**src/rtl/tsi_core.sv**
```systemverilog
module tsi_core #(
  parameter int SLOTS = 32,
  parameter int W     = 8,
  localparam int SW   = $clog2(SLOTS),
  localparam int LB   = 9,
  localparam int CD   = 10,
  localparam int OE   = 11,
  localparam int EW   = 12
) (
  input  logic          clk,
  input  logic          rst_n,
  input  logic          fp,
  input  logic [W-1:0]  rx_data,
  input  logic          cfg_we,
  input  logic [SW-1:0] cfg_slot,
  input  logic [EW-1:0] cfg_entry,
  output logic [W-1:0]  tx_data,
  output logic          tx_en
);

  function automatic logic [1:0] inc3(input logic [1:0] v);
    return (v == 2'd2) ? 2'd0 : v + 2'd1;
  endfunction

  logic [SW-1:0] slot_q, cur, rd;
  logic [1:0]    fw_q, fw, rbank;
  logic [EW-1:0] cm [SLOTS];
  logic [W-1:0]  live [SLOTS];
  logic [W-1:0]  bank [3][SLOTS];
  logic [EW-1:0] re, ce;
  logic [W-1:0]  p1, p2, rbyte, wdata;
  logic          oe1, oe2, late;

  assign cur   = fp ? '0 : ((slot_q == SW'(SLOTS-1)) ? '0 : slot_q + 1'b1);
  assign fw    = fp ? inc3(fw_q) : fw_q;
  assign late  = cur >= SW'(SLOTS-2);
  assign rd    = late ? cur - SW'(SLOTS-2) : cur + SW'(2);
  assign rbank = late ? inc3(inc3(fw)) : inc3(fw);
  assign re    = cm[rd];
  assign ce    = cm[cur];
  assign rbyte = re[CD] ? bank[rbank][re[SW-1:0]] : live[re[SW-1:0]];
  assign wdata = ce[LB] ? p2 : rx_data;
  assign tx_data = oe2 ? p2 : '1;
  assign tx_en   = oe2;

  always_ff @(posedge clk or negedge rst_n) begin
    if (!rst_n) begin
      slot_q <= SW'(SLOTS-1);
      fw_q   <= 2'd2;
      p1 <= '0; p2 <= '0; oe1 <= 1'b0; oe2 <= 1'b0;
      for (int i = 0; i < SLOTS; i++) begin
        cm[i]   <= '0;
        live[i] <= '0;
        for (int b = 0; b < 3; b++) bank[b][i] <= '0;
      end
    end else begin
      slot_q <= cur;
      fw_q   <= fw;
      live[cur]     <= wdata;
      bank[fw][cur] <= wdata;
      p1  <= rbyte;
      oe1 <= re[OE];
      p2  <= p1;
      oe2 <= oe1;
      if (cfg_we) cm[cfg_slot] <= cfg_entry;
    end
  end

endmodule

```
**config.mk**
```make
export PLATFORM = sky130hd
export DESIGN_NAME = tsi_core
export DESIGN_NICKNAME = d
export VERILOG_FILES = /design/src/rtl/tsi_core.sv
export SDC_FILE = /design/constraint.sdc
export NUM_CORES = 2
export LEC_CHECK = 0
export BUFFER_PORTS_ARGS = -buffer_cell sky130_fd_sc_hd__buf_4
export CORE_UTILIZATION = 30
export CTS_BUF_LIST = sky130_fd_sc_hd__clkbuf_4 sky130_fd_sc_hd__clkbuf_8
export CTS_CLUSTER_DIAMETER = 120
export CTS_CLUSTER_SIZE = 14
export DETAILED_ROUTE_END_ITERATION = 6
export PLACE_DENSITY = 0.53
export SLEW_MARGIN = 30
export SYNTH_ARGS = -nofsm -noshare
export SYNTH_HDL_FRONTEND = slang
export SYNTH_SLANG_ARGS = --single-unit
```
**constraint.sdc**
```tcl
create_clock -name clk -period 11.6 [get_ports clk]
set_input_delay 0 -clock clk [delete_from_list [all_inputs] [get_ports clk]]
set_output_delay 0 -clock clk [all_outputs]
set_load 0.03 [all_outputs]
```
======== Yosys cells after proc, flatten, opt, wreduce, memory -nomap -nowiden ========
Index checks and enable logic that the tools add are counted.
word-level totals
  bits of input ports ..................... 29
  output and inout bits ................... 9
  bits in registers ....................... 1,433
operators by class
  muxes and demuxes ....................... 35
  $add $sub $neg .......................... 6
  reduce and logical (&&, ||, !) cells .... 3
  magnitude comparators ................... 10
  bitwise logic cells ..................... 6
  eq/ne operators ......................... 4
operator list
  operator               number
  $bwmux W768            1
  $mux W256              3
  $bmux W256 S2          1
  $demux W256 S2         1
  $bwmux W384            1
  $bwmux W256            1
  $bmux W12 S5           2
  $bmux W8 S5            2
  $mux W8                8
  $demux W12 S5          1
  $demux W8 S5           1
  $mux W12               3
  $ge A6 B6 Y1 const B   4
  $not A5 Y6             4
  $mux W10               2
  $mux W5                3
  $lt A6 B1 Y1 const B   2
  $mux W2                5
  $add A2 B1 Y2 const B  3
  $eq A2 B2 Y1 const B   3
  $ge A3 B3 Y1 const B   2
  $not A2 Y3             2
  $add A5 B1 Y5 const B  1
  $add A5 B2 Y5 const B  1
  5 further kinds        7

======== Logic depth before layout (Yosys ltp) ========
  depth after elaboration ................. 16
  mapped depth ............................ 25

======== Least setup slack after synthesis ========
No wires, ideal clock.
  path type ............................... register to register
  from .................................... reg slot_q[1]
  to ...................................... reg p1[4]
  setup slack ............................. 6.584 ns
  period minus slack after synthesis ...... 5.016 ns
  arrival time ............................ 4.866 ns
  required time ........................... 11.450 ns
  path buffers ............................ 10
  stages on the path, launching flop included .. 25
  library setup time ...................... 0.150 ns
  path through ............................ dfstp_2 -> ha_1 -> and3_1 -> ha_1 -> buf_2 -> clkbuf_1 -> inv_1 -> nand3_1 -> inv_2 -> ha_1 -> clkbuf_1 -> clkbuf_1 -> clkbuf_1 -> o21ai_0 -> a211oi_1 -> o211ai_1 -> o211ai_1 -> buf_6 -> buf_6 -> buf_6 -> buf_2 -> clkbuf_1 -> a21oi_1 -> a211oi_1 -> a41oi_1
between the ends
  cells in the longest elaborated chain, start to end .. 14
RTL lines
  element                                               line  source
  start, declared                                       25    logic [SW-1:0] slot_q, cur, rd;
  start signal, assigned                                48    slot_q <= SW'(SLOTS-1);
  start signal, assigned                                57    slot_q <= cur;
  $add A5 B1 Y5 / $eq A5 B5 Y1 (equally long branches)  34    assign cur = fp ? '0 : ((slot_q == SW'(SLOTS-1)) ? '0 : slot_q + 1'b1);
  $mux W5 * (2 in a row)                                34
  via cur[2]                                            25
  $add A5 B2 Y5 (tied with other cells)                 37    assign rd = late ? cur - SW'(SLOTS-2) : cur + SW'(2);
  $mux W5                                               37
  $not A5 Y6 (implied by the code)                      39    assign re = cm[rd];
  $bmux W12 S5                                          39
  $mux W12 (implied by the code) (2 in a row)           39
  $not A5 Y6 (implied by the code)                      41    assign rbyte = re[CD] ? bank[rbank][re[SW-1:0]] : live[re[SW-1:0]];
  $bmux W8 S5                                           41
  $mux W8 (implied by the code) (2 in a row)            41
  $mux W8 *                                             41
  via rbyte[4]                                          31    logic [W-1:0] p1, p2, rbyte, wdata;
  end signal, assigned                                  61    p1 <= rbyte;
  end, declared                                         31
The timed path passes the listed nets; every way through them passes the cells marked *. The select of a mux whose other input is x is not followed.
A chain may end at the register's enable or synchronous reset.

======== Worst setup path in the final report ========
  from .................................... reg slot_q[0]
  to ...................................... reg p1[3]
Same word-level chain as after synthesis.

==> out/results.ini <==
[run_status]
status = complete, no violations

[final_layout]
multi_input_area_sq_um = 25590
area_growth_pct = 8.241
final_cell_mix = 1,299 x dfrtp_1, 921 x nand2_1, 715 x o21ai_0, 627 x mux2i_1, 473 x nor2_1
drive_gt1_share_pct = 12.54
seq_area_sq_um = 32660
final_common_cell = dfrtp_1
fin_area_sq_um = 64950
nFillCells = 20030
nets = 5716
final_util_pct = 32.80

[logic_synthesis]
synth-edff-count = 0
syn_area_sq_um = 60010
synthDistinctLibCells = 78
syn_inst = 5886
ys_seq_area_share_pct = 54.44
syn_area_per_cell_sq_um = 10.19
synthFlopType = dfrtp_1
yosysWarnings = 0
ys_ff_latch = 1305
async_flop_share_pct = 100.0
synth_nets = 5918

[route]
dr.first_iter.drc_count = 3224
top_layer_used = met5
vias = 42140
route.met3.wl_mm = 8.251
met1_length_mm = 79.11
firstDrtPassIters = 5
wl_per_cell_um = 20.76
wirelength_mm = 173.4
via_per_inst = 5.045
postRouteAntennaNets = 0
drc_errors = 0
wl_met2_mm = 79.80

[clock_network]
cts-buffers-inserted = 103
clk_pin_slew_worst_paths_ns = 0.10
worstSkewPairLatency_ns = 0.89
clock_sinks = 1305
cts-resized-gates = 0
clock_path_buffers = 3
root_buffer = clkbuf_8
htreeDepth = 3
cts_tree = built
post_cts_buffers = 0

[pwr]
irDropWorstVdd_mv = 0.1074
p_leak_nw = 28.38
power_density_nw_per_um2 = 165.5

[timing]
finalHoldViolCount = 0
skew_ns = 0.06208
min_period_ns = 7.829
setup_viol = 0
fmax_ghz = 0.1277
maxSlewHeadroom_pct = 26.26
tns_ns = 0
timing.hold.ws_ns = 0.1916
worst_slew_pin_slew_ns = 1.102
grt_setup_unrepaired = false
fin_crit_sh_pct = 67.50
drv_slew = 0

[global_routing]
grt_pass1_wl_mm = 265.0
grt_max_degree = 160
first_global_vias = 41750
grt_antenna_before_repair = 4
globalRouteTotalUtil_pct = 17.01
grt_overflow = 0

[place]
gp_congestion = 0.8179
place_hpwl_mm = 107.5
numPortBuffers = 33
post_dp_cell_area_sq_um = 62760

[floorplanning]
fp.dieArea_sq_um = 201800
core-area_sq_um = 198000
std_cell_rows = 163
die_w_um = 449.2
start_util_pct = 30.30
io_pins = 38
fp.dieH_um = 449.2

[worst_setup_path]
start_kind = flip-flop
crit_path_max_fanout = 115
arrival_ns = 8.56
worstPathRequired_ns = 12.33
critPathKind = flip-flop to flip-flop
endpoint_kind = flip-flop

[hold_path]
hold_class = primary input to flip-flop

[job]
drv_cap = 0

through the flow:
step	setup WS, ns	cells	power [mW]
after floorplan	6.584	5886	7.333
after global placement	3.971	8177	8.352
after detailed placement	3.827	8179	8.418
after CTS	3.930	8345	10.86
after global routing	3.480	8351	11.31
final	3.771	8353	10.75
synthesized netlist by cell type, types with 6 or more instances:
master | instances | area [sq um]
and2_1 | 23 | 143.9
o211ai_1 | 40 | 300.3
nand3_1 | 62 | 310.3
clkbuf_1 | 321 | 1205
o22ai_1 | 18 | 112.6
a311oi_1 | 8 | 70.07
mux2i_1 | 637 | 6376
a22oi_1 | 18 | 135.1
a32oi_1 | 6 | 52.55
a211oi_1 | 82 | 615.6
a41oi_1 | 7 | 61.31
nand4_1 | 9 | 56.30
a31oi_1 | 20 | 125.1
nor2b_1 | 6 | 37.54
dfrtp_1 | 1299 | 32510
buf_2 | 100 | 500.5
buf_1 | 28 | 105.1
o21ai_0 | 715 | 3578
nand3b_1 | 6 | 45.04
o221ai_1 | 11 | 96.34
buf_4 | 19 | 142.6
mux2_2 | 355 | 3998
dfstp_2 | 6 | 157.7
inv_1 | 11 | 41.29
nor3_1 | 33 | 165.2
o22a_1 | 12 | 105.1
nor3b_1 | 11 | 82.58
nor2_1 | 506 | 1899
a32o_1 | 14 | 140.1
nand2_1 | 924 | 3468
nand2b_1 | 13 | 81.33
buf_6 | 9 | 101.4
a22o_1 | 7 | 61.31
a21oi_1 | 465 | 2327
power breakdown:
| group | total, mW | leakage, nW | switching [mW] | internal (mW) |
|---|---|---|---|---|
| clock network | 2.42 | 0.849 | 1.54 | 0.874 |
| logic | 2.94 | 9.96 | 1.92 | 1.02 |
| registers | 5.39 | 17.6 | 0.312 | 5.08 |
| total | 10.7 | 28.4 | 3.77 | 6.98 |
repair_timing:
action / 4_1_cts / 5_1_grt
hold endpoints to repair: 1114 / 0
hold buffers: 37 / 0
endpoints found under the setup margin: 0 / 0
routing by layer:
| layer | track usage [%] | up-vias |
|---|---|---|
| met4 | 6.085 | 2 |
| met3 | 2.624 | 246 |
| met1 | 23.47 | 21080 |
| met2 | 26.94 | 842 |
| li1 | - | 19970 |
| met5 | 0 | - |
cell type report:
cell class              instances  area share, %
inverters                      16        0.09247
clock buffers                 122          2.412
well taps                    2640          5.086
multi-input cells            4088          39.40
flip-flops and latches       1305          50.29
clock inverters                 7         0.1098
diodes                          5        0.01926
repair buffers                170          2.587
path summary, 6_finish.rpt:
| path | start | to | slack, ns | cells after the start |
|---|---|---|---|---|
| worst max-delay path | slot_q[0] | p1[3] | 3.77 | 19 |
| worst min register to register | p1[4] | p2[4] | 0.36 | 0 |
| max in group asynchronous | rst_n | live[39] | 8.97 | 7 |
| min in group asynchronous | rst_n | bank[656] | 0.38 | 4 |
| worst max register to register | slot_q[0] | p1[3] | 3.77 | 19 |
| worst min-delay path | rx_data[0] | bank[240] | 0.19 | 4 |
sequential cells by signal, summed over array words and instances (netlist names):
name	count
bank	768
cm	256
fw_q	2
live	256
oe1	1
p1	8
p2	8
slot_q	5
tx_en	1
kinds of logic after synthesis:
family / count (synthesis) / share of synthesized area [%]
DFF: 1305 / 54.44
muxes: 997 / 17.48
xor gates and xnor gates: 4 / 0.08343
and+or+nand+nor: 1631 / 10.97
buffers and inverters: 493 / 3.524
adders and majority gates: 3 / 0.06256
AOI/OAI and AO/OA: 1453 / 13.45
critical path: stages, from the launching register on:
cell and delay [ns]:
dfstp_2 0.80, ha_2 0.28, and3_1 0.17, ha_1 0.68, inv_1 0.14, nand3_1 0.36
inv_2 0.18, ha_1 0.34, buf_4 0.28, inv_1 0.72, o21ai_0 0.20, a211oi_1 0.42
o31ai_4 0.11, o211ai_1 0.73, buf_12 0.55, mux2i_1 0.19, mux2i_1 0.31, mux2i_1 0.16
a22oi_1 0.51, a41oi_1 0.22
Power figures use the tool's default switching activity.
